--- config.mk ---
export PLATFORM = sky130hd
export DESIGN_NAME = sec_prio_arb
export DESIGN_NICKNAME = d
export VERILOG_FILES = /design/src/rtl/sec_prio_arb.sv
export SDC_FILE = /design/constraint.sdc
export NUM_CORES = 1
export LEC_CHECK = 0
export BUFFER_PORTS_ARGS = -buffer_cell sky130_fd_sc_hd__buf_4
export CAP_MARGIN = 15
export CORE_MARGIN = 2
export CORE_UTILIZATION = 47
export DETAILED_ROUTE_END_ITERATION = 10
export MAX_ROUTING_LAYER = met4
export PLACE_DENSITY = 0.95
export SYNTH_ARGS = -nofsm -noshare
export SYNTH_HDL_FRONTEND = slang
export SYNTH_SLANG_ARGS = --single-unit
--- constraint.sdc ---
create_clock -name clk -period 7.2 [get_ports clk]
set_input_delay 0.72 -clock clk [delete_from_list [all_inputs] [get_ports clk]]
set_output_delay 0.72 -clock clk [all_outputs]
set_load 0.03 [all_outputs]
--- src/rtl/sec_prio_arb.sv ---
module sec_prio_arb #(
  parameter int NUM_EXC   = 2,
  parameter int PRIO_BITS = 2,
  parameter int AW        = 4,
  localparam int IW       = (NUM_EXC > 1) ? $clog2(NUM_EXC) : 1
) (
  input  logic              clk,
  input  logic              rst_n,
  input  logic              wr_en,
  input  logic              wr_ns,
  input  logic [AW-1:0]     wr_addr,
  input  logic [31:0]       wr_data,
  input  logic [NUM_EXC-1:0] pend_s,
  input  logic [NUM_EXC-1:0] pend_ns,
  input  logic              act_valid,
  input  logic [7:0]        act_prio,
  output logic              preempt,
  output logic              sel_valid,
  output logic [IW-1:0]     sel_id,
  output logic              sel_ns,
  output logic [7:0]        sel_prio
);
  localparam int CTL_ADDR = NUM_EXC;
  localparam int LO = 8 - PRIO_BITS;

  logic [PRIO_BITS-1:0] lvl_s  [NUM_EXC];
  logic [PRIO_BITS-1:0] lvl_ns [NUM_EXC];
  logic                 remap;
  logic [7:0]           eff_s  [NUM_EXC];
  logic [7:0]           eff_ns [NUM_EXC];

  wire ctl_hit = wr_en && !wr_ns && (wr_addr == AW'(CTL_ADDR)) &&
                 (wr_data[31:16] == 16'h05FA);

  always_ff @(posedge clk) begin
    if (!rst_n) begin
      remap <= 1'b0;
      for (int e = 0; e < NUM_EXC; e++) begin
        lvl_s[e]  <= '0;
        lvl_ns[e] <= '0;
      end
    end else begin
      if (ctl_hit) remap <= wr_data[0];
      for (int e = 0; e < NUM_EXC; e++) begin
        if (wr_en && wr_addr == AW'(e)) begin
          if (wr_ns) lvl_ns[e] <= wr_data[7:LO];
          else       lvl_s[e]  <= wr_data[7:LO];
        end
      end
    end
  end

  for (genvar e = 0; e < NUM_EXC; e++) begin : g_eff
    wire [7:0] raw_ns = {lvl_ns[e], {LO{1'b0}}};
    assign eff_s[e]  = {lvl_s[e], {LO{1'b0}}};
    assign eff_ns[e] = remap ? {1'b1, raw_ns[7:1]} : raw_ns;
  end

  logic [8:0]    best;
  logic          found;
  logic [IW-1:0] best_id;
  logic          best_ns;

  always_comb begin
    best    = 9'h100;
    found   = 1'b0;
    best_id = '0;
    best_ns = 1'b0;
    for (int e = 0; e < NUM_EXC; e++) begin
      if (pend_s[e] && {1'b0, eff_s[e]} < best) begin
        best = {1'b0, eff_s[e]}; found = 1'b1; best_id = IW'(e); best_ns = 1'b0;
      end
      if (pend_ns[e] && {1'b0, eff_ns[e]} < best) begin
        best = {1'b0, eff_ns[e]}; found = 1'b1; best_id = IW'(e); best_ns = 1'b1;
      end
    end
  end

  wire [8:0] act_eff = act_valid ? {1'b0, act_prio} : 9'h100;

  always_ff @(posedge clk) begin
    if (!rst_n) begin
      preempt   <= 1'b0;
      sel_valid <= 1'b0;
      sel_id    <= '0;
      sel_ns    <= 1'b0;
      sel_prio  <= '0;
    end else begin
      preempt   <= found && (best < act_eff);
      sel_valid <= found;
      sel_id    <= best_id;
      sel_ns    <= best_ns;
      sel_prio  <= found ? best[7:0] : 8'h00;
    end
  end
endmodule

# --- After elaboration in Yosys (flattened, before gate mapping) ---
# Memories as Yosys holds them, arrays and structs flattened.
# Index checks and enable logic that the tools add are counted.
word_totals:
  ff_bits: 13
  latchBits: 0
  ramBits: 8
  rom_bits: 0
  inputBits: 53
  out_inout_bits: 12
  word_cells: 66
  mem_count: 2
memory_table:
  columns: ["name", "depth", "width", "read_ports", "rd_ports_with_merged_regs", "wr", "line", "text"]
  rows:
  - ["lvl_ns", 2, 2, 2, 0, 2, "27", "logic [PRIO_BITS-1:0] lvl_ns [NUM_EXC];"]
  - ["lvl_s", 2, 2, 2, 0, 2, "26", "logic [PRIO_BITS-1:0] lvl_s [NUM_EXC];"]
classes:
  addsub: 0
  n_mul: 0
  div_mod_pow: 0
  order_cmp: 4
  n_eq_ne: 3
  shift: 0
  n_mux: 35
  bitwise: 4
  reduce_logical: 12
ops:
  columns: ["op", "count"]
  rows:
  - ["two-way mux 9 bit", 5]
  - ["less-than comparator 8 x 9 -> 1 bit", 3]
  - ["two-way mux 1 bit", 24]
  - ["== test 16 x 11 -> 1 bit, second input constant", 1]
  - ["two-way mux 8 bit", 2]
  - ["logical AND 1 bit", 9]
  - ["less-than comparator 9 bit", 1]
  - ["two-way mux 2 bit", 4]
  - ["== test 4 x 1 -> 1 bit, second input constant", 1]
  - ["== test 4 x 2 -> 1 bit, second input constant", 1]
  - ["logical NOT 4 bit", 1]
  - ["OR 1 bit", 4]
  - ["AND reduction 2 bit", 1]
  - ["logical NOT 1 bit", 1]

# --- Longest topological paths before layout ---
# Gate-level depths: netlist of run 1.
# An unclocked memory read counts as a cell.
logic_depth:
  depth_word: 13
  mapped_depth: 22
  ltp_nobuf: 22

# --- Least setup slack after synthesis of run 1 ---
# OpenSTA, ideal clock, no wires.
synth_path:
  kind: "input -> register"
  start: "input pend_ns[0]"
  end: "register preempt"
  setup_time_ps: 115
  arrival_time_ps: 4320
  required_ps: 7085
  setup_slack_ps: 2766
  stages: 21
  n_path_buf: 0
  path_cell_list: "inv_1 > nor2_1 > a21oi_2 > mux2i_1 > inv_1 > ha_1 > nand2b_1 > a211o_1 > o311a_1 > mux2i_1 > ha_1 > a21oi_1 > and4bb_2 > o2111ai_2 > nand4_1 > nand2_1 > ha_1 > a21o_1 > a21oi_1 > nor2_1 > a2111oi_0"
synth_via:
  elab_chain_cells: 10
  word_cells_on_any_way: 13
  classes_between: "3 x order compare; 6 x mux; 4 x reduce/logical"
synth_rtl:
  columns: ["item", "line", "text"]
  rows:
  - ["from (decl)", "14", "input logic [NUM_EXC-1:0] pend_ns,"]
  - ["logical AND 1 bit (*)", "73", "if (pend_ns[e] && {1'b0, eff_ns[e]} < best) begin"]
  - ["two-way mux 9 bit (*)", "73", null]
  - ["less-than comparator 8 x 9 -> 1 bit", "70", "if (pend_s[e] && {1'b0, eff_s[e]} < best) begin"]
  - ["logical AND 1 bit", "70", null]
  - ["two-way mux 9 bit (*)", "70", null]
  - ["less-than comparator 8 x 9 -> 1 bit", "73", null]
  - ["logical AND 1 bit", "73", null]
  - ["two-way mux 9 bit (*)", "73", null]
  - ["net best[5]", "59", "logic [8:0] best;"]
  - ["less-than comparator 9 bit (*)", "89", "preempt <= found && (best < act_eff);"]
  - ["logical AND 1 bit (*)", "89", null]
  - ["to (signal assigned)", "89", null]
  - ["to (decl)", "17", "output logic preempt,"]
# The timed path passes the listed nets; every way through them passes the cells marked *.
# A chain may end at the register's enable or synchronous reset.

==> results.py, run 1 <==
metrics = {
    "critical_path": {
        "crit_fanout": 5,
        "critPathCaptureType": "flop",
        "setup.worst_path.start": "lvl_s[0][1]",
        "reg2reg_from": "lvl_s[0][1]",
        "critPathKind": "flop to flop",
        "cp.required_ns": 7.36,
        "start_kind": "flop",
        "critPathArrivalTime_ns": 5.26,
    },
    "layout": {
        "final_common_cell": "buf_4",
        "fillCellCount": 197,
        "area.growth.synth_to_final_pct": 32.90,
        "seq_area_um2": 400.4,
        "insertedDiodeCount": 0,
        "most-common-layout-cells": "46 x buf_4, 13 x nand2_1, 10 x nor2_1, 10 x a21oi_1",
        "drive_gt1_frac": 0.3314,
        "multiInputGateArea_um2": 698.2,
        "final_core_util": 0.6792,
        "finalNetCount": 236,
    },
    "grt": {
        "grt_util_all_layers": 0.2320,
        "grt_start_max_net_pins": 11,
        "grt_pass1_vias": 1106,
        "grt_pass1_wl_um": 4533,
        "antenna_found_initial": 0,
        "grt_overflow": 0,
    },
    "power_and_ir_drop": {
        "pwr-share-seq": 0.444,
        "power_density_nw_per_um2": 156.8,
        "power.clock.fraction": 0.204,
        "power_frac_comb": 0.353,
        "power.total_uw": 240.1,
        "power.internal_uw": 163.0,
        "leakagePower_uw": 0.0006945,
        "switchingPower_uw": 77.07,
        "ir_drop_v": 0.0001229,
        "p_sw_frac": 0.3210,
    },
    "synth": {
        "synth_top_area_cell": "edfxtp_1",
        "synth_edf_count": 8,
        "ys_seq_elements": 16,
        "synth.area.top_cells": "edfxtp_1 21%, dfxtp_1 14%, ha_1 7.6%",
        "synth-async-reset-ratio": 0,
        "netlist_area_um2": 1152,
        "synth_top_area_frac": 0.2085,
        "synth_cell_type_count": 41,
        "avgSynthCellArea_um2": 9.074,
        "synth_top_flop_cell": "edfxtp_1",
        "seq_area_frac_synth": 0.3474,
        "synth_cells": 127,
        "yosys_warnings": 0,
    },
    "placement": {
        "place_hpwl_um": 2377,
        "port-buffer-count": 46,
        "dp_slack_ns": 1.982,
        "place.gp.congestion": 0.8858,
    },
    "sta": {
        "tns_ns": 0,
        "fmax_mhz": 196.1,
        "final.setup.worst_slack_ns": 2.101,
        "finalCriticalPeriod_ns": 5.099,
        "finalSetupViolCount": 0,
        "whs_ns": 0.6864,
        "fin_skew_ns": 0.003568,
        "final_hold_viol_count": 0,
        "rsz0062_at_grt": "false",
        "finalCritPeriodShare": 0.7082,
        "slew_viol_final": 0,
    },
    "job": {
        "maxCapViolations": 0,
    },
    "floorplan": {
        "num_rows": 17,
        "dieArea_um2": 2864,
        "start_util": 0.5111,
        "io_pins": 65,
        "core_um2": 2255,
        "die_h_um": 53.52,
        "die_x_um": 53.52,
    },
    "clock_tree": {
        "clock_tree.root_cell": "clkbuf_4",
        "clkTransAtPathRegs_ns": 0.09,
        "clock_path_buffers": 2,
        "clk_latency_ns": 0.29,
        "cts_sinks": 16,
        "post_cts_resize_count": 0,
        "cts_tree": "yes",
        "cts_made_buffers": 3,
        "postCtsHoldBufs": 0,
        "post-cts-setup-buffer-count": 0,
        "htreeDepth": 1,
    },
    "route": {
        "drcViolationCount": 0,
        "ant_nets": 0,
        "wl_per_cell_um": 13.95,
        "firstDrtPassIters": 4,
        "drt-total-wl_um": 2831,
        "routed_via_density": 5.616,
        "drtIter0Drc": 28,
        "num_vias": 1140,
    },
    "worst_hold_path": {
        "hp-class": "flop to flop",
        "hp-start": "remap",
    },
    "outcome": {
        "status": "completed",
    },
}
==> power groups by stage <==
stage / clock (µW) / combinational [µW] / sequential, µW
after floorplan: 0 / 43.1 / 117
after global placement: 0 / 80.2 / 108
after detailed placement: 0 / 84.4 / 108
after CTS: 49.8 / 84.8 / 106
after global routing: 54.6 / 93.5 / 107
final: 48.9 / 84.7 / 106
==> worst max-delay path, stage by stage (launching register included) <==
cell and delay [ns]:
edfxtp_1 0.46, nand2b_1 0.18, a31o_1 0.26, a21oi_2 0.32, mux2i_1 0.29, inv_1 0.07
ha_1 0.30, nor2_1 0.04, o21ai_0 0.17, o311a_1 0.34, mux2i_1 0.37, ha_1 0.32
a21oi_1 0.20, and4bb_2 0.28, o2111ai_2 0.20, nand4_1 0.19, nand2_1 0.07, ha_1 0.29
a21o_1 0.15, a21oi_1 0.13, nor2_1 0.06, a2111oi_0 0.31
==> Yosys cell counts, types with 2 or more instances <==
cell type / n
mux2i_1: 5
buf_4: 5
nor2_1: 10
nand4_1: 3
a21boi_1: 2
nor4bb_1: 2
nand2_1: 13
a211oi_2: 2
dfxtp_1: 8
a21oi_1: 10
inv_1: 7
nor3_1: 3
nor2b_1: 3
o21ai_0: 6
edfxtp_1: 8
nand2b_1: 4
a21o_1: 3
a211o_1: 2
ha_1: 7
nand3_1: 3
==> sequential cells by signal, summed over array words and instances, names as in the netlist <==
signal	cells
sel_id	1
preempt	1
lvl_ns	4
sel_valid	1
remap	1
lvl_s	4
sel_prio	3
sel_ns	1
==> metal layers <==
metal | GRT usage | wire length, µm | vias to the layer above
met5 | - | 0 | -
li1 | - | - | 557
met2 | 0.4053 | 1512 | 51
met3 | 0.03107 | 131 | 11
met1 | 0.2447 | 1110 | 521
met4 | 0.1453 | 76 | 0
==> stage by stage <==
step	instances	area, µm²
floorplan	131	1167
global placement	199	1505
detailed placement	199	1505
CTS	203	1531
global route	203	1531
finish	203	1531
==> area by class of cell <==
| class | count | share of cell area |
|---|---|---|
| sequential | 16 | 0.2614 |
| inverter | 7 | 0.01716 |
| clock buffer | 4 | 0.01716 |
| multi-input combinational | 102 | 0.4559 |
| timing repair buffer | 46 | 0.2255 |
| tap | 28 | 0.02288 |
==> logic make-up after synthesis <==
logic type | after synthesis | share of synthesized area
simple gates | 50 | 0.2454
buf+inv | 13 | 0.05972
mux | 6 | 0.05320
compound gates | 33 | 0.2063
flops | 16 | 0.3474
other cells | 1 | 0.003254
fa+ha+maj | 8 | 0.08469
==> worst paths after layout <==
kind	slack (ns)	to	cells after the start
worst max register to register	2.10	preempt	21
worst min register to register	0.69	remap	2
worst max-delay path	2.10	preempt	21
worst min-delay path	0.69	remap	2
No activity file was read; power rests on OpenSTA's default activity.
==> run 2, diff against run 1 <==
--- a/config.mk
+++ b/config.mk
@@ -5,13 +5,14 @@
 export SDC_FILE = /design/constraint.sdc
 export NUM_CORES = 1
 export LEC_CHECK = 0
+export ABC_AREA = 1
 export BUFFER_PORTS_ARGS = -buffer_cell sky130_fd_sc_hd__buf_4
 export CAP_MARGIN = 15
 export CORE_MARGIN = 2
-export CORE_UTILIZATION = 47
+export CORE_UTILIZATION = 44
 export DETAILED_ROUTE_END_ITERATION = 10
 export MAX_ROUTING_LAYER = met4
-export PLACE_DENSITY = 0.95
+export PLACE_DENSITY = 0.92
 export SYNTH_ARGS = -nofsm -noshare
 export SYNTH_HDL_FRONTEND = slang
 export SYNTH_SLANG_ARGS = --single-unit
==> constraint.sdc (replaced) <==
create_clock -name clk -period 5.2 [get_ports clk]
set_input_delay 0.52 -clock clk [delete_from_list [all_inputs] [get_ports clk]]
set_output_delay 0.52 -clock clk [all_outputs]
set_load 0.03 [all_outputs]
==> run 2 against run 1 <==
Clock power up 40%; fmax rose by 35%; area after synthesis down 0.54%; via count decreased by 0.44%; utilization decreased by 6.5 points; critical path type unchanged.
==> results.py, run 2 <==
metrics = {
    "critical_path": {
        "critPathCaptureType": "flop",
        "critPathBufInv": 4,
        "cp.required_ns": 5.39,
        "r2r_slack_ns": 1.44,
        "reg2reg_to": "preempt",
        "crit_fanout": 8,
        "critPathMaxStageDelay_ns": 0.48,
        "critPathArrivalTime_ns": 3.96,
        "rr_worst_depth": 28,
        "cp_common_cell": "nand2_1",
        "critPathKind": "flop to flop",
        "reg2reg_from": "remap",
        "slowest_stage": "dfxtp_1",
        "cpLargestDelayFamily": "compound AO/OA/AOI/OAI gates",
        "start_kind": "flop",
    },
    "placement": {
        "port-buffer-count": 46,
        "place.gp.congestion": 0.8108,
        "place_hpwl_um": 2020,
    },
    "worst_hold_path": {
        "whs_path_depth": 3,
        "hp-class": "input pin to flop",
        "hold_path_end": "remap",
        "hp-start": "wr_data[0]",
    },
    "clock_tree": {
        "cts_sinks": 16,
        "clock_tree.root_cell": "clkbuf_4",
        "post-cts-setup-buffer-count": 0,
        "clkTransAtPathRegs_ns": 0.10,
        "clk_latency_ns": 0.28,
        "clock_path_buffers": 2,
        "cts_made_buffers": 3,
        "post_cts_resize_count": 0,
        "postCtsHoldBufs": 0,
        "htreeDepth": 1,
        "cts_tree": "yes",
    },
    "synth": {
        "synthAdderAreaFrac": 0.07642,
        "synth_top_flop_cell": "edfxtp_1",
        "synth_most_common_cell": "nand2_1",
        "netlist_area_um2": 1146,
        "synthSimpleGateAreaFrac": 0.3341,
        "yosys_warnings": 0,
        "synth_edf_count": 8,
        "synth-async-reset-ratio": 0,
        "seq_area_frac_synth": 0.3493,
        "synth_cell_type_count": 28,
        "avgSynthCellArea_um2": 7.208,
        "synth_compound_area_frac": 0.09607,
        "synth_top_family_by_area": "simple AND/OR/NAND/NOR gates",
        "synth.area.mux_share": 0,
        "synth.area.top_cells": "edfxtp_1 21%, dfxtp_1 14%, nand2_1 10%",
        "synth_cells": 159,
        "synth_top_area_frac": 0.2096,
        "synth_xor_area_frac": 0,
        "synth_common_cells": "31 x nand2_1, 29 x inv_1, 21 x nor2_1",
        "ys_seq_elements": 16,
        "synth_top_area_cell": "edfxtp_1",
    },
    "floorplan": {
        "die_x_um": 55.04,
        "die_h_um": 55.04,
        "dieArea_um2": 3029,
        "start_util": 0.4626,
        "io_pins": 65,
        "num_rows": 18,
        "core_um2": 2477,
    },
    "layout": {
        "drive_gt1_frac": 0.2947,
        "finalNetCount": 268,
        "top_regs": "lvl_ns (4), lvl_s (4), sel_prio (3)",
        "insertedDiodeCount": 0,
        "most-common-layout-cells": "46 x buf_4, 31 x nand2_1, 29 x inv_1",
        "area.growth.synth_to_final_pct": 32.75,
        "final_common_cell": "buf_4",
    },
    "route": {
        "ant_nets": 0,
        "routed_via_density": 4.789,
        "drtIter0Drc": 24,
        "drt-total-wl_um": 2365,
        "wl_per_cell_um": 9.979,
        "num_vias": 1135,
        "drcViolationCount": 0,
        "firstDrtPassIters": 4,
    },
    "job": {
        "maxCapViolations": 0,
    },
    "power_and_ir_drop": {
        "power.clock.fraction": 0.205,
        "power.total_uw": 334.5,
        "power_density_nw_per_um2": 219.9,
        "power_frac_comb": 0.359,
        "power.internal_uw": 224.3,
        "leakagePower_uw": 0.0008113,
        "pwr-share-seq": 0.436,
        "p_sw_frac": 0.3295,
        "ir_drop_v": 0.0001279,
        "switchingPower_uw": 110.2,
    },
    "sta": {
        "worstMarginPinSlew_ns": 0.5204,
        "slew_viol_final": 0,
        "fin_skew_ns": 0.01109,
        "finalSetupViolCount": 0,
        "tns_ns": 0,
        "finalCritPeriodShare": 0.7238,
        "fmax_mhz": 265.7,
        "rsz0062_at_grt": "false",
        "finalCriticalPeriod_ns": 3.764,
        "final_hold_viol_count": 0,
        "slew_headroom": 0.6485,
        "whs_ns": 0.5210,
    },
    "grt": {
        "grt_pass1_wl_um": 3822,
        "grt_overflow": 0,
        "grt_util_all_layers": 0.1771,
        "grt_pass1_vias": 956,
        "antenna_found_initial": 0,
        "grt_start_max_net_pins": 10,
    },
    "outcome": {
        "status": "completed",
    },
}
-- run 2: changes by cell type after synthesis, moves of 5 or more --
cell	previous run	this run
a21oi_1	10	5
inv_1	7	29
mux2i_1	5	0
nand2_1	13	31
nand2_2	0	6
nor2_1	10	21
-- run 2: worst reg2reg max path: cells and delay by family, from the launching register on --
kind	cells	cell delay [ns]
fa+ha+maj	3	0.82
compound gates	7	1.10
buf+inv	4	0.19
simple gates	14	1.08
flops	1	0.48
-- run 2: cells by family (layout without fill, tap and decap cells) --
kind of cell	count (synthesis)	count (layout)
buf+inv	36	80
fa+ha+maj	7	7
simple gates	80	80
flops	16	16
other cells	1	5
compound gates	19	19
-- run 2: worst max-delay path by stage --
stage                     startpoint       to  cells past startpoint
after floorplan            pend_s[0]  preempt                     28
after global placement     pend_s[0]  preempt                     30
after detailed placement   pend_s[0]  preempt                     30
after CTS                      remap  preempt                     28
after global routing           remap  preempt                     28
final                          remap  preempt                     28
-- run 2: metal layers --
layer  share of wire  vias up  routed length, µm  track usage
met2            0.51       28               1209       0.2976
met5               0        -                  0            -
met4           0.011        0                 27      0.07317
li1                -      599                  -            -
met1            0.42      506               1002       0.2217
met3           0.053        2                125      0.01075
-- run 2: per-stage QoR --
stage | setup slack [ns] | std cells | cell area [µm²] | util
finish | 1.436 | 237 | 1521 | 0.6141
CTS | 1.438 | 237 | 1521 | 0.6141
global placement | 1.373 | 233 | 1495 | 0.6035
global route | 0.9965 | 237 | 1521 | 0.6141
floorplan | 1.788 | 163 | 1161 | -
detailed placement | 1.327 | 233 | 1495 | 0.6035
-- run 2: layout make-up --
class                      instances  area [µm²]
fill                             230       955.9
multi-input combinational        111       599.3
sequential                        16       400.4
timing repair buffer              46       345.3
inverter                          30       112.6
tap                               30       37.54
clock buffer                       4       26.28
-- run 2: power groups by stage --
stage	clock network (µW)	registers, µW	logic [µW]
6_report	68.6	146	120
4_1_cts	70.1	146	121
3_5_place_dp	0	149	121
2_1_floorplan	0	161	63.5
5_1_grt	74.4	147	136
3_3_place_gp	0	148	116
